**src/rtl/beam_raster.sv**
```systemverilog
module beam_raster #(
  parameter int SLOT_CLKS       = 4,
  parameter int LINE_SLOTS      = 227,
  parameter int FRAME_LINES     = 312,
  parameter int VBLANK_LINES    = 29,
  parameter int VSYNC_LINES     = 3,
  parameter int HBLANK_END_SLOT = 43,
  localparam int PW = $clog2(SLOT_CLKS),
  localparam int SW = $clog2(LINE_SLOTS),
  localparam int LW = $clog2(FRAME_LINES)
) (
  input  logic          clk,
  input  logic          rst_n,
  input  logic          pix_en,
  output logic [PW-1:0] pix_phase,
  output logic [SW-1:0] slot,
  output logic [LW-1:0] line,
  output logic          line_stb,
  output logic          frame_stb,
  output logic          vblank,
  output logic          vsync,
  output logic          hblank,
  output logic          hblank_end_stb,
  output logic [15:0]   position
);
  localparam int VS_FIRST = (VBLANK_LINES - VSYNC_LINES) / 2;

  logic end_slot, end_line, end_frame, hb_edge;

  assign end_slot  = pix_en && (pix_phase == PW'(SLOT_CLKS - 1));
  assign end_line  = end_slot && (slot == SW'(LINE_SLOTS - 1));
  assign end_frame = end_line && (line == LW'(FRAME_LINES - 1));
  assign hb_edge   = end_slot && (slot == SW'(HBLANK_END_SLOT - 1));

  always_ff @(posedge clk) begin
    if (!rst_n) begin
      pix_phase      <= '0;
      slot           <= '0;
      line           <= '0;
      line_stb       <= 1'b0;
      frame_stb      <= 1'b0;
      hblank_end_stb <= 1'b0;
    end else begin
      line_stb       <= end_line;
      frame_stb      <= end_frame;
      hblank_end_stb <= hb_edge;
      if (pix_en) begin
        if (end_slot) begin
          pix_phase <= '0;
          if (end_line) begin
            slot <= '0;
            line <= end_frame ? '0 : line + 1'b1;
          end else begin
            slot <= slot + 1'b1;
          end
        end else begin
          pix_phase <= pix_phase + 1'b1;
        end
      end
    end
  end

  assign vblank   = line < LW'(VBLANK_LINES);
  assign vsync    = (line >= LW'(VS_FIRST)) && (line < LW'(VS_FIRST + VSYNC_LINES));
  assign hblank   = slot < SW'(HBLANK_END_SLOT);
  assign position = {8'(slot), 8'(line)};

  assert_phase_wrap_R2: assert property (@(posedge clk) disable iff (!rst_n)
    (pix_en && pix_phase == PW'(SLOT_CLKS - 1)) |=> (pix_phase == '0));

  assert_line_stb_at_origin_R3: assert property (@(posedge clk) disable iff (!rst_n)
    line_stb |-> (slot == '0 && pix_phase == '0));

  assert_frame_with_line_R4: assert property (@(posedge clk) disable iff (!rst_n)
    frame_stb |-> (line_stb && line == '0));

  assert_hold_when_idle_R9: assert property (@(posedge clk) disable iff (!rst_n)
    !pix_en |=> ($stable(slot) && $stable(line) && $stable(pix_phase) && !line_stb));

  assert_hblank_edge_R7: assert property (@(posedge clk) disable iff (!rst_n)
    hblank_end_stb |-> (!hblank && $past(hblank)));
endmodule

```
**config.mk**
```make
export PLATFORM = sky130hd
export DESIGN_NAME = beam_raster
export DESIGN_NICKNAME = d
export VERILOG_FILES = /design/src/rtl/beam_raster.sv
export SDC_FILE = /design/constraint.sdc
export NUM_CORES = 1
export LEC_CHECK = 0
export ABC_CLOCK_PERIOD_IN_PS = 1500
export BUFFER_PORTS_ARGS = -buffer_cell sky130_fd_sc_hd__buf_2
export CAP_MARGIN = 0
export CORE_ASPECT_RATIO = 0.6
export CORE_MARGIN = 2
export CORE_UTILIZATION = 35
export CTS_CLUSTER_SIZE = 14
export DETAILED_ROUTE_END_ITERATION = 8
export GPL_ROUTABILITY_DRIVEN = 0
export MAX_ROUTING_LAYER = met4
export REMOVE_ABC_BUFFERS = 1
export SETUP_SLACK_MARGIN = 0.4
export SYNTH_ARGS = -nofsm -noshare
export SYNTH_HDL_FRONTEND = slang
export SYNTH_SLANG_ARGS = --single-unit
```
**constraint.sdc**
```tcl
create_clock -name clk -period 1.5 [get_ports clk]
set_input_delay 0.075 -clock clk [delete_from_list [all_inputs] [get_ports clk]]
set_output_delay 0.075 -clock clk [all_outputs]
set_load 0.01 [all_outputs]
```
# Yosys cells after proc, flatten, opt, wreduce, memory -nomap -nowiden
# Cells that the tools add are included.
# op_classes
n_addsub	3
n_mul	0
div	0
magnitude_cmp	4
n_eq_ne	4
shifts	0
n_mux	3
bitwise	0
n_reduce_logical	7
# ops
cell	count
$lt A9 B5 Y1 const B	2
$add A9 B1 Y9 const B	1
$eq A9 B9 Y1 const B	1
$ge A9 B4 Y1 const B	1
$mux W9	1
$add A8 B1 Y8 const B	1
$eq A8 B6 Y1 const B	1
$eq A8 B8 Y1 const B	1
$lt A8 B6 Y1 const B	1
$mux W8	1
$logic_and A1 B1 Y1	5
$reduce_and A3 Y1	1
$add A2 B1 Y2 const B	1
$eq A2 B2 Y1 const B	1
$mux W2	1
$reduce_and A2 Y1	1
# word_totals
reg_bits	22
latchBits	0
ram_bits	0
rom_bits	0
input_bits	3
out_inout_bits	41
elab_cells	27
memories	0

# Longest topological paths before layout
# Gate-level depths: netlist of run 1.
# logic_depth
depth_word	5
mapped_depth	7
ltp_nobuf	6

# Worst setup path after synthesis of run 1
# OpenSTA, ideal clock, no wires.
# synth_timing
path_type	register to register
start	register line[0]
end	register line[0]
setup_time_ns	0.125
arrival_ns	1.663
required_ns	1.375
path_slack_ns	-0.289
stages_incl_launch_ff	6
path_buffers	0
period_less_slack_ns	1.789
cell_sequence	dfxtp_1 -> ha_1 -> nand4b_1 -> or4_1 -> o21ai_2 -> nor2_1
# synth_between
elab_chain_cells	3
elab_cells_between_ends	4
classes_between	add/sub: 1; eq/ne: 1; mux: 1; reduce/logical: 1
# synth_lines
element	line	source
start, declared	17	output logic [LW-1:0] line,
start signal, assigned	52	line <= end_frame ? '0 : line + 1'b1;
parallel branches: the longest is 2 deep, another holds $add A9 B1 Y9	-	
$mux W9 *	52	
# Every way passes the cells marked *.
# A chain may end at the register's enable or synchronous reset.

# Final worst setup path of run 1
# layout_timing
start	register slot[0]
end	register line[8]
# layout_between
elab_chain_cells	4
elab_cells_between_ends	5
classes_between	eq/ne: 1; mux: 1; reduce/logical: 3
# layout_lines
element	line	source
start, declared	16	output logic [SW-1:0] slot,
start signal, assigned	54	slot <= slot + 1'b1;
$eq A8 B8 Y1 *	31	assign end_line = end_slot && (slot == SW'(LINE_SLOTS - 1));
$logic_and A1 B1 Y1 *	31	
$logic_and A1 B1 Y1	32	assign end_frame = end_line && (line == LW'(FRAME_LINES - 1));
$mux W9	52	
# Mark *: on every way between the ends. The rest lies on a longest branch, timed or not.

==> impl_metrics.json, run 1 <==
{
  "outcome": "complete, but fails checks",
  "violations": "setup timing",
  "wl_um": 3990,
  "area_growth_pct": 66.6,
  "clkSinkCount": 22,
  "synth-xor-area-share_pct": 5.08,
  "initial_utilization_pct": 36.7,
  "layout-drive-gt1-share_pct": 67.1,
  "fp.coreArea_um2": 3280,
  "crit_path_start": "slot[0]",
  "fin_nets": 216,
  "grt_most_used_layer": "met2",
  "port_buffers": 43,
  "final_antenna_net_count": 0,
  "drc": 0,
  "synth_edf_count": 0,
  "synth_area_um2": 1210,
  "synthCells": 140,
  "drt_pre_antenna_iters": 4,
  "p_leak_uw": 0.000881,
  "yosysUniqueCellTypes": 35,
  "ys_async_sr_fraction_pct": 0,
  "ff2ff_setup_slack_ns": -0.16,
  "syn_area_per_cell_um2": 8.62,
  "synth_compound_area_share_pct": 10.5,
  "worstSetupEndpoint": "line[8]",
  "die_area_um2": 3950,
  "ir_drop_mv": 0.343,
  "fp.dieH_um": 49.5,
  "row_count": 16,
  "pin_count": 44,
  "synthAdderAreaFrac_pct": 5.19,
  "ys_seq_area_share_pct": 36.5,
  "post-route-period-util_pct": 111,
  "grt_overflow_total": 0,
  "hold_ws_ns": 0.172,
  "rr_worst_depth": 6,
  "clockBufferDepth": 2,
  "grt_usage_pct": 21.0,
  "rsz0062_at_grt": "true",
  "hold_violations": 0,
  "gr-usage-met1_pct": 27.4,
  "routed_via_density": 5.07,
  "synth-simple-area-share_pct": 29.4,
  "power_density_nw_per_um2": 559,
  "fmax_mhz": 602,
  "required_ns": 1.71,
  "cts_tree": "built",
  "wire_per_inst_um": 15.8,
  "cts_root_buf": "clkbuf_8",
  "crit_type": "flip-flop to flip-flop",
  "clock_latency_ns": 0.28,
  "slew_headroom_pct": 74.1,
  "fin_util_pct": 61.2,
  "met3_usage_pct": 4.58,
  "setup_viol": 12,
  "routed-via-count": 1278,
  "timing.final.crit_period_ns": 1.66,
  "maxSlewViolCount": 0,
  "startpoint_type": "flip-flop",
  "dpl.hpwl_um": 2680,
  "p_total_uw": 1120,
  "diodes": 0,
  "grt_pass1_wl_um": 6200,
  "drv_cap": 0,
  "worst_ep_arrival_time_ns": 1.87,
  "antenna_found_initial": 0,
  "critPathCaptureType": "flip-flop",
  "grt_pass1_vias": 1216,
  "grt_max_degree": 13,
  "worst_slew_pin_slew_ns": 0.388,
  "dieWidth_um": 79.8,
  "synth_seq_cells": 22,
  "synthMuxAreaShare_pct": 1.66,
  "grt_use_met2_pct": 33.2,
  "cts_buffers": 3,
  "finClkSkew_ns": 0.00609,
  "path_clk_slew_ns": 0.09,
  "ys.flop_type": "dfxtp_1",
  "drt_iter0_markers": 39,
  "n_fill_cell": 271,
  "fin_ws_ns": -0.162,
  "htree_levels": 1,
  "pre_cts_ws_ns": -0.230,
  "worstHoldPathType": "input port to flip-flop",
  "reg2reg_from": "slot[0]",
  "cts_hold_buf": 0,
  "ys_warn_count": 0,
  "r2r-end": "line[8]",
  "synth_top_family_by_area": "simple AND/OR/NAND/NOR gates",
  "critPathMaxFanout": 2
}
-- cell families after synthesis --
kind of cell    after synthesis
compound gates               21
mux                           2
xor+xnor                      7
buf+inv                      21
fa+ha+maj                     5
flops                        22
simple gates                 62
-- routing by layer --
layer / routed length [um] / vias up
met5: 0 / -
met3: 154 / 3
li1: - / 613
met1: 1840 / 623
met4: 19 / 0
met2: 1970 / 39
-- flip-flops by register name (all words and copies together) (netlist names) --
| name | flops |
|---|---|
| line_stb | 1 |
| frame_stb | 1 |
| slot | 8 |
| hblank_end_stb | 1 |
| line | 9 |
| pix_phase | 2 |
-- critical path: stages, from the launching register on --
cell,delay [ns]
dfxtp_2,0.34
inv_2,0.08
ha_4,0.13
and4bb_4,0.26
nand4b_4,0.11
or4_4,0.53
a21oi_2,0.15
-- final cells by class --
type | instances | area [um2] | area share [%]
flip-flops and latches | 22 | 452 | 22.5
clock buffers | 4 | 55.1 | 2.74
inverters | 3 | 11.3 | 0.560
multi-input cells | 97 | 905 | 45.0
repair buffers | 81 | 531 | 26.4
well taps | 45 | 56.3 | 2.80
-- per-stage QoR --
stage          setup TNS [ns]  std cells  instance area [um2]
4_1_cts                 -1.01        248                 1810
5_1_grt                 -1.79        252                 2010
3_5_place_dp            -2.40        241                 1580
3_3_place_gp            -1.73        241                 1580
6_report                -1.13        252                 2010
2_1_floorplan           -3.61        122                 1080
-- what timing repair did --
item | 4_1_cts | 5_1_grt
endpoints found under the setup margin | 23 | 24
buffers inserted | 3 | 4
gates resized for setup | 45 | 36
pin swaps | 16 | 19
-- layout by cell type, fill, tap and decap left out, types with 2 or more instances in the layout --
cell	instances
nand2_1	11
clkbuf_8	4
xor2_1	5
nor2_1	4
nand3_1	3
buf_2	43
buf_4	30
o21ai_0	4
or4_4	4
inv_1	2
or3_1	3
ha_4	4
nor2_2	2
a21oi_2	7
mux2i_1	2
nor2_4	7
dfxtp_1	15
nand2b_1	3
buf_6	8
nand2_2	2
dfxtp_2	6
or3_4	2
nand4_1	4
-- worst min path at each step --
stage	to	from	slack [ns]	depth (start not counted)
after floorplan	hblank_end_stb	rst_n	0.20	2
after global routing	hblank_end_stb	rst_n	0.19	3
after CTS	hblank_end_stb	rst_n	0.15	3
after detailed placement	hblank_end_stb	rst_n	0.40	3
after global placement	hblank_end_stb	rst_n	0.40	3
final	hblank_end_stb	rst_n	0.17	3
-- Yosys cell counts, drive strengths merged, types with 2 or more instances --
cell / number / area, um2
a21oi: 8 / 43.8
and3: 2 / 12.5
and4: 2 / 17.5
buf: 18 / 130
dfxtp: 22 / 440
ha: 5 / 62.6
inv: 3 / 11.3
mux2i: 2 / 20.0
nand2: 15 / 56.3
nand2b: 3 / 18.8
nand3: 5 / 25.0
nand4: 4 / 25.0
nand4b: 2 / 32.5
nor2: 13 / 48.8
nor4: 2 / 12.5
o21ai: 7 / 38.8
o31ai: 2 / 15.0
or3: 5 / 31.3
or4: 4 / 33.8
xor2: 6 / 52.6
-- power by group --
group | leakage, uW | internal (uW) | switching [uW]
sequential | 0.000181 | 588 | 5.24
combinational | 0.000672 | 34.3 | 45.1
clock | 0.0000288 | 235 | 215
total | 0.000881 | 857 | 265
No activity file was read; power rests on OpenSTA's default activity.
==> inputs of run 2 (changes only) <==
- CORE_UTILIZATION: 35 -> 44
- MAX_ROUTING_LAYER: met4 -> unset
- PLACE_DENSITY: unset -> 0.75
==> impl_metrics.json, run 2 (synthesis gave the netlist of run 1 again) <==
{
  "outcome": "complete, but fails checks",
  "violations": "setup timing",
  "p_sw_uw": 244,
  "power_density_nw_per_um2": 518,
  "crit_type": "flip-flop to primary output",
  "wl_um": 4660,
  "fmax_mhz": 600,
  "largest-register": "line",
  "dieWidth_um": 71.6,
  "largest_register_ffs": 9,
  "timing.final.crit_period_ns": 1.67,
  "drt_pre_antenna_iters": 4,
  "rsz0062_at_grt": "true",
  "htree_levels": 1,
  "clockBufferDepth": 2,
  "dpl.hpwl_um": 2570,
  "routed-via-count": 1382,
  "ir_drop_mv": 0.407,
  "layout-drive-gt1-share_pct": 65.7,
  "pre_cts_ws_ns": -0.189,
  "routed_via_density": 5.57,
  "power_frac_comb_pct": 7.5,
  "grt_pass1_wl_um": 6240,
  "reg.largest.list": "line: 9 flops, slot: 8 flops, pix_phase: 2 flops",
  "worst_slew_pin_slew_ns": 0.337,
  "dp_cells": 228,
  "cts_root_buf": "clkbuf_8",
  "cts_buffers": 3,
  "antenna_found_initial": 0,
  "critPathMaxFanout": 2,
  "post-route-period-util_pct": 111,
  "final_antenna_net_count": 0,
  "final_common_cell": "buf_2",
  "worst_ep_arrival_time_ns": 1.59,
  "final_cell_mix": "buf_2 (42), buf_4 (30), buf_6 (19)",
  "fp.coreArea_um2": 2560,
  "diodes": 0,
  "fp.dieH_um": 44.6,
  "port_buffers": 43,
  "path_clk_slew_ns": 0.08,
  "grt_overflow_total": 0,
  "grt_usage_pct": 25.8,
  "stdcell_count": 248,
  "clockPowerShare_pct": 35.9,
  "cts_tree": "built",
  "fin_nets": 226,
  "drc": 0,
  "crit_path_top_delay_cell": "or4_4",
  "worstHoldPathType": "input port to flip-flop",
  "internal_power_uw": 806,
  "grt_pass1_vias": 1274,
  "clkSinkCount": 22,
  "cp_cell_sequence": "buf_6 -> or4_4 -> nor4_2 -> buf_2",
  "initial_utilization_pct": 47.2,
  "slew_headroom_pct": 77.5,
  "p_leak_uw": 0.000932,
  "critPathCaptureType": "primary output",
  "pin_count": 44,
  "fin_ws_ns": -0.167,
  "startpoint_type": "flip-flop",
  "drv_cap": 0,
  "wire_per_inst_um": 18.8,
  "required_ns": 1.42,
  "row_count": 14,
  "setup_viol": 13,
  "sw_frac_of_total_pct": 23.2,
  "area_growth_pct": 67.9,
  "grt_max_degree": 12,
  "hold_violations": 0,
  "die_area_um2": 3190,
  "slowest_delay_ns": 0.50,
  "drt_iter0_markers": 145,
  "finClkSkew_ns": 0.00397,
  "p_seq_share_pct": 56.6,
  "maxSlewViolCount": 0,
  "clock_latency_ns": 0.27
}
-- run 2: path summary, 6_finish.rpt --
check / slack (ns) / depth (start not counted) / from / end
max: -0.17 / 4 / line[8] / vsync
min: 0.15 / 3 / rst_n / slot[7]
max reg2reg: -0.16 / 5 / slot[1] / line[8]
min reg2reg: 0.58 / 2 / slot[7] / hblank_end_stb
-- run 2: critical path, delay by kind of cell (launching register included) --
kind	cells	cell delay [ns]
buffers and inverters	2	0.27
flip-flops	1	0.33
AND/OR/NAND/NOR	2	0.71
-- run 2: power groups by stage --
stage                     Sequential [uW]  Clock (uW)  Combinational, uW
after global routing                  595         397               86.2
after global placement                605           0               53.3
after CTS                             594         377               64.3
after floorplan                       609           0               20.1
after detailed placement              605           0               55.6
final                                 594         377               78.9
-- run 2: layer usage --
| layer | track usage, % | part of all wire, % |
|---|---|---|
| met2 | 43.0 | 46 |
| met1 | 33.2 | 43 |
| met4 | 8.68 | 3.5 |
| met3 | 6.61 | 7.5 |
| met5 | 0 | 0 |
-- run 2: timing repair --
action / CTS / global route
resized for setup: 47 / 30
hold buffers: 0 / 0
endpoints found under the setup margin: 23 / 24
pin swaps: 23 / 19
setup buffers: 6 / 11
-- run 2: area by class of cell --
cell class	count	area [um2]
multi-input cells	97	835
repair buffers	91	649
fillers	164	532
flip-flops and latches	22	449
clock buffers	3	41.3
well taps	32	40.0
inverters	3	11.3
-- run 2: stage by stage --
step	power (uW)	setup TNS [ns]	cell area (um2)	hold WS (ns)	utilization [%]
floorplan	629	-3.61	1080	0.204	-
global placement	658	-0.603	1560	0.381	61.2
detailed placement	661	-1.35	1560	0.403	61.2
CTS	1040	-1.02	1820	0.141	71.2
global route	1080	-1.88	2030	0.164	79.2
finish	1050	-1.55	2030	0.153	79.2
